$ cat src/rtl/fcmd_pkg.sv
package fcmd_pkg;

  localparam int CMD_ADDR_W = 15;
  localparam int CMD_DATA_W = 8;

  localparam logic [CMD_ADDR_W-1:0] KEY_ADDR_A = 15'h5555;
  localparam logic [CMD_ADDR_W-1:0] KEY_ADDR_B = 15'h2AAA;

  localparam logic [CMD_DATA_W-1:0] KEY_BYTE_A = 8'hAA;
  localparam logic [CMD_DATA_W-1:0] KEY_BYTE_B = 8'h55;
  localparam logic [CMD_DATA_W-1:0] OP_ARRAY   = 8'hF0;
  localparam logic [CMD_DATA_W-1:0] OP_IDENT   = 8'h90;
  localparam logic [CMD_DATA_W-1:0] OP_PROG    = 8'hA0;
  localparam logic [CMD_DATA_W-1:0] OP_STATUS  = 8'h70;
  localparam logic [CMD_DATA_W-1:0] OP_CLEAR   = 8'h50;
  localparam logic [CMD_DATA_W-1:0] OP_ERSETUP = 8'h80;
  localparam logic [CMD_DATA_W-1:0] OP_ERGO    = 8'h10;

  typedef enum logic [1:0] {
    RM_ARRAY  = 2'd0,
    RM_IDENT  = 2'd1,
    RM_STATUS = 2'd2
  } rd_mode_e;

  typedef enum logic [2:0] {
    CMD_NONE,
    CMD_ARRAY,
    CMD_IDENT,
    CMD_PROG,
    CMD_STATUS,
    CMD_CLEAR,
    CMD_ERASE
  } cmd_e;

  typedef enum logic [2:0] {
    SQ_IDLE,
    SQ_KEY1,
    SQ_KEY2,
    SQ_ER0,
    SQ_ER1,
    SQ_ER2
  } seq_st_e;

endpackage

$ cat src/rtl/fcmd_wqual.sv
module fcmd_wqual (
  input  logic wr_stb,
  input  logic oe_n,
  input  logic hv_wr_en,
  output logic wr_vld
);

  // a write counts only with the voltage qualifier up and outputs off
  always_comb begin
    wr_vld = wr_stb & hv_wr_en & oe_n;
  end

endmodule

$ cat src/rtl/fcmd_seq.sv
module fcmd_seq
  import fcmd_pkg::*;
(
  input  logic                  clk,
  input  logic                  rst_n,
  input  logic                  wr_vld,
  input  logic [CMD_ADDR_W-1:0] addr,
  input  logic [CMD_DATA_W-1:0] data,
  input  logic                  busy,
  output cmd_e                  cmd
);

  seq_st_e st_q, st_d;
  logic    at_a, at_b, key_a, key_b;

  always_comb begin
    at_a  = (addr == KEY_ADDR_A);
    at_b  = (addr == KEY_ADDR_B);
    key_a = at_a && (data == KEY_BYTE_A);
    key_b = at_b && (data == KEY_BYTE_B);
  end

  // next-state and command decode
  always_comb begin
    st_d = st_q;
    cmd  = CMD_NONE;
    if (wr_vld) begin
      st_d = SQ_IDLE;
      unique case (st_q)
        SQ_IDLE: if (key_a) st_d = SQ_KEY1;
        SQ_KEY1: if (key_b) st_d = SQ_KEY2;
        SQ_KEY2: begin
          if (at_a) begin
            if (data == OP_STATUS) cmd = CMD_STATUS;
            else if (!busy) begin
              if      (data == OP_ARRAY)   cmd  = CMD_ARRAY;
              else if (data == OP_IDENT)   cmd  = CMD_IDENT;
              else if (data == OP_PROG)    cmd  = CMD_PROG;
              else if (data == OP_CLEAR)   cmd  = CMD_CLEAR;
              else if (data == OP_ERSETUP) st_d = SQ_ER0;
            end
          end
        end
        SQ_ER0: if (key_a) st_d = SQ_ER1;
        SQ_ER1: if (key_b) st_d = SQ_ER2;
        SQ_ER2: if (at_a && data == OP_ERGO && !busy) cmd = CMD_ERASE;
        default: st_d = SQ_IDLE;
      endcase
    end
  end

  always_ff @(posedge clk or negedge rst_n) begin
    if (!rst_n)      st_q <= SQ_IDLE;
    else if (wr_vld) st_q <= st_d;
  end

  // while busy the decoder emits nothing but the status command
  a_r9_busy_status_only: assert property (@(posedge clk) disable iff (!rst_n)
    busy |-> (cmd == CMD_NONE || cmd == CMD_STATUS));

  // the tracker holds when no qualified write arrives
  a_r2_hold_without_write: assert property (@(posedge clk) disable iff (!rst_n)
    !wr_vld |=> $stable(st_q));

endmodule

$ cat src/rtl/fcmd_mode.sv
module fcmd_mode
  import fcmd_pkg::*;
#(
  parameter logic [CMD_DATA_W-1:0] MFR_CODE = 8'hC2,
  parameter logic [CMD_DATA_W-1:0] DEV_CODE = 8'h6B
) (
  input  logic                  clk,
  input  logic                  rst_n,
  input  logic                  wr_vld,
  input  cmd_e                  cmd,
  input  logic                  rd_lsb,
  output rd_mode_e              mode,
  output logic [CMD_DATA_W-1:0] id_byte,
  output logic                  pgm_pulse,
  output logic                  ers_pulse,
  output logic                  clr_pulse
);

  rd_mode_e mode_q, mode_d;
  logic     pgm_d, ers_d, clr_d;

  always_comb begin
    mode_d = mode_q;
    if (mode_q == RM_IDENT) mode_d = RM_ARRAY;  // any write ends identifier reads
    unique case (cmd)
      CMD_ARRAY:                     mode_d = RM_ARRAY;
      CMD_IDENT:                     mode_d = RM_IDENT;
      CMD_STATUS, CMD_PROG, CMD_ERASE: mode_d = RM_STATUS;
      default: ;
    endcase
    pgm_d = (cmd == CMD_PROG);
    ers_d = (cmd == CMD_ERASE);
    clr_d = (cmd == CMD_CLEAR);
  end

  always_ff @(posedge clk or negedge rst_n) begin
    if (!rst_n)      mode_q <= RM_ARRAY;
    else if (wr_vld) mode_q <= mode_d;
  end

  always_ff @(posedge clk or negedge rst_n) begin
    if (!rst_n) begin
      pgm_pulse <= 1'b0;
      ers_pulse <= 1'b0;
      clr_pulse <= 1'b0;
    end else begin
      pgm_pulse <= pgm_d;
      ers_pulse <= ers_d;
      clr_pulse <= clr_d;
    end
  end

  always_comb begin
    mode    = mode_q;
    id_byte = '0;
    if (mode_q == RM_IDENT) id_byte = rd_lsb ? DEV_CODE : MFR_CODE;
  end

  // each request lasts a single cycle
  a_r5_pgm_single: assert property (@(posedge clk) disable iff (!rst_n)
    pgm_pulse |=> !pgm_pulse);
  a_r6_ers_single: assert property (@(posedge clk) disable iff (!rst_n)
    ers_pulse |=> !ers_pulse);
  a_r7_clr_single: assert property (@(posedge clk) disable iff (!rst_n)
    clr_pulse |=> !clr_pulse);
  a_r7_exclusive: assert property (@(posedge clk) disable iff (!rst_n)
    $onehot0({pgm_pulse, ers_pulse, clr_pulse}));
  // a start request leaves the read path on status
  a_r5_start_status: assert property (@(posedge clk) disable iff (!rst_n)
    (pgm_pulse || ers_pulse) |-> mode_q == RM_STATUS);
  // clearing status does not move the read path
  a_r7_clear_keeps_mode: assert property (@(posedge clk) disable iff (!rst_n)
    clr_pulse |-> mode_q == $past(mode_q));

endmodule

$ cat src/rtl/fcmd_decoder.sv
module fcmd_decoder
  import fcmd_pkg::*;
#(
  parameter logic [7:0] MFR_CODE = 8'hC2,
  parameter logic [7:0] DEV_CODE = 8'h6B
) (
  input  logic        clk,
  input  logic        rst_n,
  input  logic        wr_stb,
  input  logic [14:0] wr_addr,
  input  logic [7:0]  wr_data,
  input  logic        oe_n,
  input  logic        hv_wr_en,
  input  logic        wsm_busy,
  input  logic        rd_lsb,
  output logic [1:0]  rd_mode,
  output logic [7:0]  id_data,
  output logic        pgm_start,
  output logic        erase_start,
  output logic        clr_status
);

  logic     wr_vld;
  cmd_e     cmd;
  rd_mode_e mode;

  fcmd_wqual u_wqual (
    .wr_stb   (wr_stb),
    .oe_n     (oe_n),
    .hv_wr_en (hv_wr_en),
    .wr_vld   (wr_vld)
  );

  fcmd_seq u_seq (
    .clk    (clk),
    .rst_n  (rst_n),
    .wr_vld (wr_vld),
    .addr   (wr_addr),
    .data   (wr_data),
    .busy   (wsm_busy),
    .cmd    (cmd)
  );

  fcmd_mode #(
    .MFR_CODE (MFR_CODE),
    .DEV_CODE (DEV_CODE)
  ) u_mode (
    .clk       (clk),
    .rst_n     (rst_n),
    .wr_vld    (wr_vld),
    .cmd       (cmd),
    .rd_lsb    (rd_lsb),
    .mode      (mode),
    .id_byte   (id_data),
    .pgm_pulse (pgm_start),
    .ers_pulse (erase_start),
    .clr_pulse (clr_status)
  );

  assign rd_mode = mode;

  // without a qualified write the read path never moves
  a_r2_mode_needs_write: assert property (@(posedge clk) disable iff (!rst_n)
    !(wr_stb && hv_wr_en && oe_n) |=> $stable(rd_mode));
  // start requests only follow an idle write machine
  a_r11_pgm_not_busy: assert property (@(posedge clk) disable iff (!rst_n)
    pgm_start |-> !$past(wsm_busy));
  a_r11_ers_not_busy: assert property (@(posedge clk) disable iff (!rst_n)
    erase_start |-> !$past(wsm_busy));
  // identifier bytes only while identifier mode is selected
  a_r8_id_quiet: assert property (@(posedge clk) disable iff (!rst_n)
    (rd_mode != 2'd1) |-> id_data == 8'h00);

endmodule

$ cat config.mk
export PLATFORM = sky130hd
export DESIGN_NAME = fcmd_decoder
export DESIGN_NICKNAME = d
export VERILOG_FILES = /design/src/rtl/fcmd_pkg.sv /design/src/rtl/fcmd_wqual.sv /design/src/rtl/fcmd_seq.sv /design/src/rtl/fcmd_mode.sv /design/src/rtl/fcmd_decoder.sv
export SDC_FILE = /design/constraint.sdc
export NUM_CORES = 1
export LEC_CHECK = 0
export BUFFER_PORTS_ARGS = -buffer_cell sky130_fd_sc_hd__buf_2
export CAP_MARGIN = 5
export CORE_MARGIN = 2
export CORE_UTILIZATION = 45
export CTS_BUF_LIST = sky130_fd_sc_hd__clkbuf_4 sky130_fd_sc_hd__clkbuf_8 sky130_fd_sc_hd__clkbuf_16
export DETAILED_ROUTE_END_ITERATION = 8
export GPL_ROUTABILITY_DRIVEN = 1
export PLACE_DENSITY = 0.8
export SLEW_MARGIN = 20
export SYNTH_ARGS = -nofsm -noshare
export SYNTH_HDL_FRONTEND = slang
export SYNTH_SLANG_ARGS = --single-unit
$ cat constraint.sdc
create_clock -name clk -period 3.76 [get_ports clk]
set_input_delay 0.564 -clock clk [delete_from_list [all_inputs] [get_ports clk]]
set_output_delay 0.564 -clock clk [all_outputs]
set_load 0.02 [all_outputs]
**Yosys cells after proc, flatten, opt, wreduce, memory -nomap -nowiden**

Index checks and enable logic that the tools add are counted.

- Bits in registers: 8
- Input bits: 30
- Output and inout bits: 13

- Eq/ne operators: 23
- Multiplexer cells: 27
- Bitwise logic cells: 2
- Reduce and logical (&&, ||, !) cells: 9

Operator list:

| operator | count |
|---|---|
| 3-bit two-way mux | 18 |
| 8-bit equality test (second input constant) | 5 |
| 8-bit by 7-bit equality test with 1-bit output (second input constant) | 3 |
| 8-bit two-way mux | 2 |
| 15-bit by 14-bit equality test with 1-bit output (second input constant) | 1 |
| 15-bit equality test (second input constant) | 1 |
| 3-bit equality test (second input constant) | 5 |
| 3-bit case mux with 5 select lines | 1 |
| 3-bit by 2-bit equality test with 1-bit output (second input constant) | 4 |
| 8-bit by 5-bit equality test with 1-bit output (second input constant) | 1 |
| 3-bit by 1-bit equality test with 1-bit output (second input constant) | 2 |
| 2-bit two-way mux | 3 |
| 2-bit case mux with 3 select lines | 1 |
| 3-bit case mux with 2 select lines | 1 |
| 1-bit logical AND | 4 |
| 4-bit nonzero test | 1 |
| 3-bit zero test | 1 |
| 3-bit OR reduction | 1 |
| 1-bit bitwise AND | 2 |
| 2-bit by 1-bit equality test with 1-bit output (second input constant) | 1 |
| 2-bit AND reduction | 1 |
| 1-bit zero test | 1 |
| 1-bit two-way mux | 1 |

**Logic depth before layout (Yosys ltp)**

Gate-level depths: netlist (run 1).

- Word-level depth: 14
- Mapped depth: 6
- Depth with buffers taken out: 5

**Hierarchy**

From an unflattened synthesis (run 1), not the netlist that was laid out.

- Cell total of the unflattened synthesis: 88
- Area, all modules: 734.5 um2

Modules (own cells, without submodules):

| module | times used | cells an instance | area each (um2) | sequential area each (um2) |
|---|---|---|---|---|
| fcmd_seq | 1 | 58 | 462.9 | 75.1 |
| fcmd_mode | 1 | 29 | 265.3 | 125.1 |
| fcmd_wqual | 1 | 1 | 6.3 | 0.0 |

**Worst setup path after synthesis (run 1)**

No wires, ideal clock.

- Kind: input-to-reg
- Start: input wsm_busy
- End: register u_mode.mode_q[0] (netlist: u_mode.mode[0])
- Setup time: 0.127 ns
- Arrival: 2.250 ns
- Setup slack: 1.383 ns
- Stages on the path: 5
- Path buffers: 0
- Cells stage by stage: or4b_4 > or4_4 > or4_4 > a22oi_1 > o21ai_1

- Longest elaborated chain between the ends: 9
- Elaborated cells on any way between the ends: 17

Ends and longest elaborated chain:

| item | RTL line | source |
|---|---|---|
| start: declaration | fcmd_decoder.sv:14 | `input logic wsm_busy,` |
| 3-bit two-way mux / 1-bit zero test (equally long branches) | -- |  |
| 3-bit two-way mux / 1-bit logical AND (equally long branches) | fcmd_seq.sv:34, fcmd_seq.sv:46 |  |
| 3-bit two-way mux, on equally long branches | fcmd_seq.sv:33, fcmd_seq.sv:46 |  |
| 3-bit case mux with 2 select lines (*) | fcmd_seq.sv:29 | `unique case (st_q)` |
| 3-bit two-way mux (*) | fcmd_seq.sv:27 | `if (wr_vld) begin` |
| 3-bit equality test / 3-bit by 2-bit equality test with 1-bit output (equally long branches) | fcmd_mode.sv:25 | `unique case (cmd)` |
| 3-bit OR reduction | fcmd_mode.sv:25 |  |
| 4-bit nonzero test (no line) | -- |  |
| 2-bit AND reduction (no line) | -- |  |
| end signal: assignment | fcmd_mode.sv:38 | `else if (wr_vld) mode_q <= mode_d;` |
| end: declaration | fcmd_mode.sv:19 | `rd_mode_e mode_q, mode_d;` |

Mark *: on every way between the ends. The rest lies on a longest branch, timed or not.
A chain may end at the register's enable or synchronous reset.

**Worst setup path after layout (run 1)**

- Start: register u_seq.st_q[2]
- End: register u_mode.mode_q[0] (netlist: u_mode.mode[0])

- Longest elaborated chain between the ends: 7
- Elaborated cells on any way between the ends: 13

Ends and longest elaborated chain:

| item | RTL line | source |
|---|---|---|
| start: declaration | fcmd_seq.sv:13 | `seq_st_e st_q, st_d;` |
| start signal: assignment | fcmd_seq.sv:54 | `else if (wr_vld) st_q <= st_d;` |
| 3-bit equality test / 3-bit by 2-bit equality test with 1-bit output (equally long branches) | fcmd_seq.sv:29 |  |
| 3-bit case mux with 2 select lines (*) | fcmd_seq.sv:29 |  |
| 3-bit two-way mux (*) | fcmd_seq.sv:27 |  |
| 3-bit equality test / 3-bit by 2-bit equality test with 1-bit output (equally long branches) | fcmd_mode.sv:25 |  |
| 3-bit OR reduction | fcmd_mode.sv:25 |  |
| 4-bit nonzero test (no line) | -- |  |
| 2-bit AND reduction (no line) | -- |  |

Marks and branches as above.

==> out/metrics.cfg, run 1 <==
[pwr]
p_sw_uw = 52.7
power_frac_comb = 0.231
p_total_uw = 199
p_leak_nw = 0.434
max-vdd-ir-drop_v = 0.0000888
power_density_nw_per_um2 = 199
power.share.clock = 0.306
internal_power_uw = 146
pwr-share-seq = 0.463
p_sw_frac = 0.265

[synth]
synth_cell_type_count = 34
avgSynthCellArea_um2 = 8.57
yosys-top-cells-area = dfrtp_1 25%, nand4b_1 6.6%, buf_4 5.7%
ys_seq_area_frac = 0.251
yosysWarningCount = 0
synthArstFlopShare = 1.00
ys.flop_type = dfrtp_1
synth_cells = 93
synth_edf_count = 0
yosysMostFrequentCell = dfrtp_1
synth_top_area_cell = dfrtp_1
netlist_area_um2 = 797
synth_common_cells = 8 x dfrtp_1, 7 x nand2_1, 7 x nor2_1
ys_ff_latch = 8
yosysTopAreaCellShare = 0.251

[critical_path]
worst_path_max_delay_cell = or4b_4
cp.buffers_inverters = 0
critPathTopFamily = simple AND/OR/NAND/NOR gates
startpoint_type = flip-flop
rr_startpoint = u_seq.st_q[2]
crit_arrival_ns = 2.49
cp.required_ns = 3.88
path_max_fanout = 9
timing.rr.end = u_mode.mode[0]
crit_top_cell = or4_4
r2r_cells = 5
regToRegSetupSlack_ns = 1.39
crit_type = flip-flop to flip-flop
worstSetupEndpointType = flip-flop
critical_path.cell_chain = or4b_4 > or4_4 > or4_4 > a22oi_1 > o21ai_1
max_stage_delay_ns = 0.55

[global_routing]
grt_max_degree = 10
antenna_found_initial = 0
grt_use_total = 0.198
grt_pass1_vias = 796
gr-total-overflow = 0
grt_pass1_wl_mm = 3.10

[cells_and_area]
syn_to_final_growth_pct = 25.0
drive_gt1_frac = 0.369
n_antenna_cell = 0
multi_input_area_um2 = 552
fillers = 165
layout.area.seq_um2 = 200
final_cell_area_um2 = 996
num-nets-final = 162

[route]
vias = 908
wl_per_cell_um = 13.1
drt.antenna.violating_nets = 0
vias_per_cell = 6.18
dr.pass1.iters = 4
finalWirelength_mm = 1.92
drc_errors = 0
drt-initial-drc-count = 14

[timing]
final-max-slew-violation-count = 0
fin_skew_ns = 0.00405
grt_setup_unrepaired = no
final-setup-viol-count = 0
min_period_ns = 2.37
setup-tns-final_ns = 0
fmax_ghz = 0.422
hold_violations = 0
layout_worst_path_cycle_share = 0.630

[placed_design]
portBuffers = 40
post-dp-hpwl_mm = 1.64
gp_congestion = 0.855
placed_cell_area_um2 = 973

[clocking]
cts_max_level = 1
cts_buffers = 3
postCtsSetupBuffers = 0
clk_pin_slew_ns = 0.05
clockBufferDepth = 2
cts_root_buffer = clkbuf_4
clock_latency_ns = 0.24
cts_tree = yes
ctsHoldBuffers = 0
cts.sinks = 8
ctsResizeCount = 0

[floorplanning]
coreArea_um2 = 1690
ioPinCount = 43
start_util = 0.472
core.rowCount = 15
die_w_um = 46.1
die_h_um = 46.1
fp.dieArea_um2 = 2120

[worst_hold_path]
holdCritPathClass = input port to asynchronous set/reset pin

[job]
drv_cap = 0

[status]
outcome = complete, no violations

-- power groups by stage --
stage	sequential (mW)	combinational, mW	clock (mW)
after floorplan	0.0921	0.0214	0
after global placement	0.0930	0.0443	0
after detailed placement	0.0929	0.0460	0
after CTS	0.0917	0.0459	0.0641
after global routing	0.0921	0.0506	0.0685
final	0.0920	0.0459	0.0607
-- state kept, by name (all words and copies together) (netlist names) --
signal            cells
u_mode.clr_pulse      1
u_seq.st_q            3
u_mode.mode           2
u_mode.pgm_pulse      1
u_mode.ers_pulse      1
-- worst reg2reg max path: stages, from the launching register on --
cell     delay (ns)
dfrtp_1        0.47
or4b_4         0.55
or4_4          0.45
or4_4          0.51
a22oi_1        0.17
o21ai_1        0.09
-- worst max path at each step --
stage,endpoint,slack (ns),depth (start not counted),start
5_1_grt,u_mode.mode[0],1.32,5,u_seq.st_q[2]
3_5_place_dp,u_mode.mode[0],1.20,6,wsm_busy
4_1_cts,u_mode.mode[0],1.41,5,u_seq.st_q[2]
6_report,u_mode.mode[0],1.39,5,u_seq.st_q[2]
3_3_place_gp,u_mode.mode[0],1.23,6,wsm_busy
2_1_floorplan,u_mode.mode[0],1.38,5,wsm_busy
-- metrics by stage --
stage,worst slack (ns),utilization,instances,hold slack [ns]
after floorplan,1.38,-,94,0.268
after global placement,1.23,0.576,144,0.404
after detailed placement,1.20,0.576,144,0.408
after CTS,1.41,0.590,147,0.141
after global routing,1.32,0.590,147,0.144
final,1.39,0.590,147,0.145
-- placed cells by master (no fill, tap or decap), types with 2 or more instances in the layout --
| master | Yosys | routed |
|---|---|---|
| a21oi_1 | 3 | 3 |
| a32oi_1 | 2 | 2 |
| and4_1 | 2 | 2 |
| buf_2 | 0 | 40 |
| clkbuf_4 | 0 | 3 |
| conb_1 | 1 | 2 |
| dfrtp_1 | 8 | 8 |
| nand2_1 | 7 | 7 |
| nand3_1 | 2 | 2 |
| nand4_1 | 5 | 5 |
| nand4b_1 | 6 | 6 |
| nor2_1 | 7 | 7 |
| nor2b_1 | 6 | 6 |
| nor3b_1 | 3 | 3 |
| nor4_1 | 3 | 3 |
| nor4b_1 | 5 | 5 |
| nor4bb_1 | 4 | 4 |
| o21ai_0 | 3 | 3 |
| or4_1 | 2 | 2 |
| or4_4 | 2 | 2 |
| xor2_1 | 2 | 2 |
-- metal layers --
| layer | track usage | share of wire | vias to the layer above |
|---|---|---|---|
| met5 | 0 | 0 | - |
| met4 | 0.0800 | 0 | 0 |
| met3 | 0.0235 | 0.077 | 0 |
| met2 | 0.367 | 0.50 | 45 |
| met1 | 0.224 | 0.42 | 422 |
| li1 | - | - | 441 |
-- logic make-up (layout without fill, tap and decap cells) --
group | after synthesis | after routing | share of synthesized area
AO/OA/AOI/OAI | 12 | 12 | 0.0942
XOR/XNOR | 3 | 3 | 0.0330
buffers and inverters | 7 | 43 | 0.0612
flip-flops | 8 | 8 | 0.251
other | 1 | 2 | 0.00471
AND/OR/NAND/NOR | 62 | 62 | 0.556
-- layout make-up --
class / instances / area share
multi-input combinational: 79 / 0.554
timing repair buffer: 40 / 0.201
clock buffer: 3 / 0.0226
sequential: 8 / 0.201
tap: 17 / 0.0214
Note: power is estimated with default switching activity, not from simulation.
==> run 2, diff against run 1 <==
--- a/config.mk
+++ b/config.mk
@@ -8,11 +8,11 @@
 export BUFFER_PORTS_ARGS = -buffer_cell sky130_fd_sc_hd__buf_2
 export CAP_MARGIN = 5
 export CORE_MARGIN = 2
-export CORE_UTILIZATION = 45
+export CORE_UTILIZATION = 39
 export CTS_BUF_LIST = sky130_fd_sc_hd__clkbuf_4 sky130_fd_sc_hd__clkbuf_8 sky130_fd_sc_hd__clkbuf_16
 export DETAILED_ROUTE_END_ITERATION = 8
 export GPL_ROUTABILITY_DRIVEN = 1
-export PLACE_DENSITY = 0.8
+export PLACE_DENSITY = 0.74
 export SLEW_MARGIN = 20
 export SYNTH_ARGS = -nofsm -noshare
 export SYNTH_HDL_FRONTEND = slang
==> constraint.sdc (replaced) <==
create_clock -name clk -period 2.1 [get_ports clk]
set_input_delay 0.315 -clock clk [delete_from_list [all_inputs] [get_ports clk]]
set_output_delay 0.315 -clock clk [all_outputs]
set_load 0.02 [all_outputs]
==> run 2 against run 1 <==
The flow now finishes with violations (setup timing). Sequential share of layout area decreased by 1.7 points. Final cell count increased by 12%. Critical endpoint is now u_mode.mode[1]. Largest cell class unchanged. Register-to-register slack got worse by 1.5 ns. Routed wire length is 12% higher. Sequential power grew 75%. Critical path depth stayed put.
==> out/metrics.cfg, run 2 (synthesis results as in run 1) <==
[status]
outcome = finished with violations
violations = setup timing

[critical_path]
worstSetupEndpointType = flip-flop
crit_type = flip-flop to flip-flop
r2r_cells = 5  ; unchanged
crit_path_end = u_mode.mode[1]
regToRegSetupSlack_ns = -0.1  ; -1.49 ns
crit_arrival_ns = 2.32  ; -0.17 ns
critPathLaunch = u_seq.st_q[2]
startpoint_type = flip-flop
rr_startpoint = u_seq.st_q[2]
path_max_fanout = 4  ; -5
timing.rr.end = u_mode.mode[1]
cp.required_ns = 2.22  ; -1.66 ns

[pwr]
p_leak_nw = 0.468  ; +7.8%
max-vdd-ir-drop_v = 0.000146  ; +64%
p_total_uw = 368  ; +85%
power_density_nw_per_um2 = 339  ; +70%

[route]
finalWirelength_mm = 2.15  ; +12%
vias = 906  ; -0.22%
drc_errors = 0  ; unchanged
vias_per_cell = 5.52  ; -11%
top_layer_used = met3
drt.antenna.violating_nets = 0  ; unchanged
dr.pass1.iters = 6  ; +2
route.met2.wl_mm = 1.01  ; +5.1%
wl_per_cell_um = 13.1  ; +0.14%
drt-initial-drc-count = 10  ; -4
wl_met3_um = 148  ; +0.68%
wl_met1_um = 982  ; +22%

[cells_and_area]
layout_common_cells = 40 x buf_2, 8 x dfrtp_1, 7 x nand2_1, 7 x nor2_1
layout_commonest_cell = buf_2
syn_to_final_growth_pct = 36.4
utilization = 0.560  ; -0.0297
largest_reg_flops = 3  ; unchanged
drive_gt1_frac = 0.423  ; +0.0541
n_antenna_cell = 0  ; unchanged
fillers = 198  ; +20%
num-nets-final = 169  ; +4.3%
top_register = u_seq.st_q

[timing]
whs_ns = 0.394  ; +0.249 ns
final-max-slew-violation-count = 0  ; unchanged
grt_setup_unrepaired = yes
final-setup-viol-count = 2  ; +2
fin_skew_ns = 0.000831  ; -0.00322 ns
fmax_ghz = 0.455  ; +7.7%
layout_setup_ws_ns = -0.0983  ; -1.49 ns
setup-tns-final_ns = -0.188  ; -0.188 ns
min_period_ns = 2.20  ; -0.170 ns
hold_violations = 0  ; unchanged
layout_worst_path_cycle_share = 1.05  ; +0.417

[clocking]
cts_max_level = 1  ; unchanged
cts_root_buffer = clkbuf_4
clockBufferDepth = 2  ; unchanged
cts.sinks = 8  ; unchanged
postCtsSetupBuffers = 0  ; unchanged
cts_tree = yes
clock_latency_ns = 0.24  ; about the same
clk_pin_slew_ns = 0.05  ; about the same
cts_buffers = 3  ; unchanged

[global_routing]
grt_max_degree = 9  ; -1
grt_pass1_wl_mm = 3.61  ; +16%
antenna_found_initial = 0  ; unchanged
gr-total-overflow = 0  ; unchanged
grt_use_total = 0.190  ; -0.00807
grt_pass1_vias = 836  ; +5.0%

[placed_design]
portBuffers = 40  ; unchanged
post-dp-hpwl_mm = 1.73  ; +5.1%
gp_congestion = 0.908  ; +6.2%
post-place-ws_ns = -0.173  ; -1.37 ns

[floorplanning]
ioPinCount = 43  ; unchanged
die_w_um = 49.2  ; +6.8%
core.rowCount = 16  ; +1
coreArea_um2 = 1940  ; +15%
fp.dieArea_um2 = 2420  ; +14%
start_util = 0.410  ; -0.0614
die_h_um = 49.2  ; +6.8%

[job]
drv_cap = 0  ; unchanged

[worst_hold_path]
worstHoldStart = oe_n
holdCritPathClass = input port to flip-flop

[run 2: cell types whose count changed in the layout (fill, tap and decap cells not counted), sizes merged]
cell,before,now
dlygate4sd3,0,1
buf,40,46
[run 2: repair_timing]
| action | in CTS | in global routing |
|---|---|---|
| hold buffers | 1 | 0 |
| pin swaps | 3 | 1 |
| gates resized for setup | 2 | 2 |
| endpoints found under the setup margin | 2 | 4 |
| hold endpoints to repair | 8 | 0 |
[run 2: critical path, cell delays in order (launching register included)]
cell and delay [ns]:
dfrtp_1 0.40, or4b_4 0.52, or4_4 0.43, or4_4 0.52
nand4b_1 0.12, nand4b_1 0.09
[run 2: through the flow]
stage               std cells  cell area [µm²]
floorplan                  94              801
global placement          160             1030
detailed placement        160             1030
CTS                       164             1070
global route              164             1090
finish                    164             1090
[run 2: area by class of cell]
class	count	area, µm²	area share
Multi-Input combinational cell	79	576	0.529
Timing Repair Buffer	47	255	0.235
Clock buffer	3	22.5	0.0207
Sequential cell	8	200	0.184
Tap cell	27	33.8	0.0311
[run 2: worst min path at each step]
stage,to,slack [ns],cells after the start
CTS,u_mode.ers_pulse,0.38,3
detailed placement,u_mode.mode[1],0.16,1
global placement,u_mode.pgm_pulse,0.16,1
floorplan,u_mode.clr_pulse,0.02,0
global route,u_mode.ers_pulse,0.40,3
finish,u_mode.ers_pulse,0.39,3
[run 2: routing by layer]
layer / up-vias / track usage
li1: 454 / -
met1: 408 / 0.244
met2: 44 / 0.306
met3: 0 / 0.0399
met4: 0 / 0.0762
met5: - / 0
[run 2: power by group]
group          leakage [nW]  internal [mW]  switching [mW]
Combinational         0.344         0.0452          0.0500
Sequential            0.110          0.158         0.00374
Clock                0.0138         0.0650          0.0466
Total                 0.468          0.268           0.100
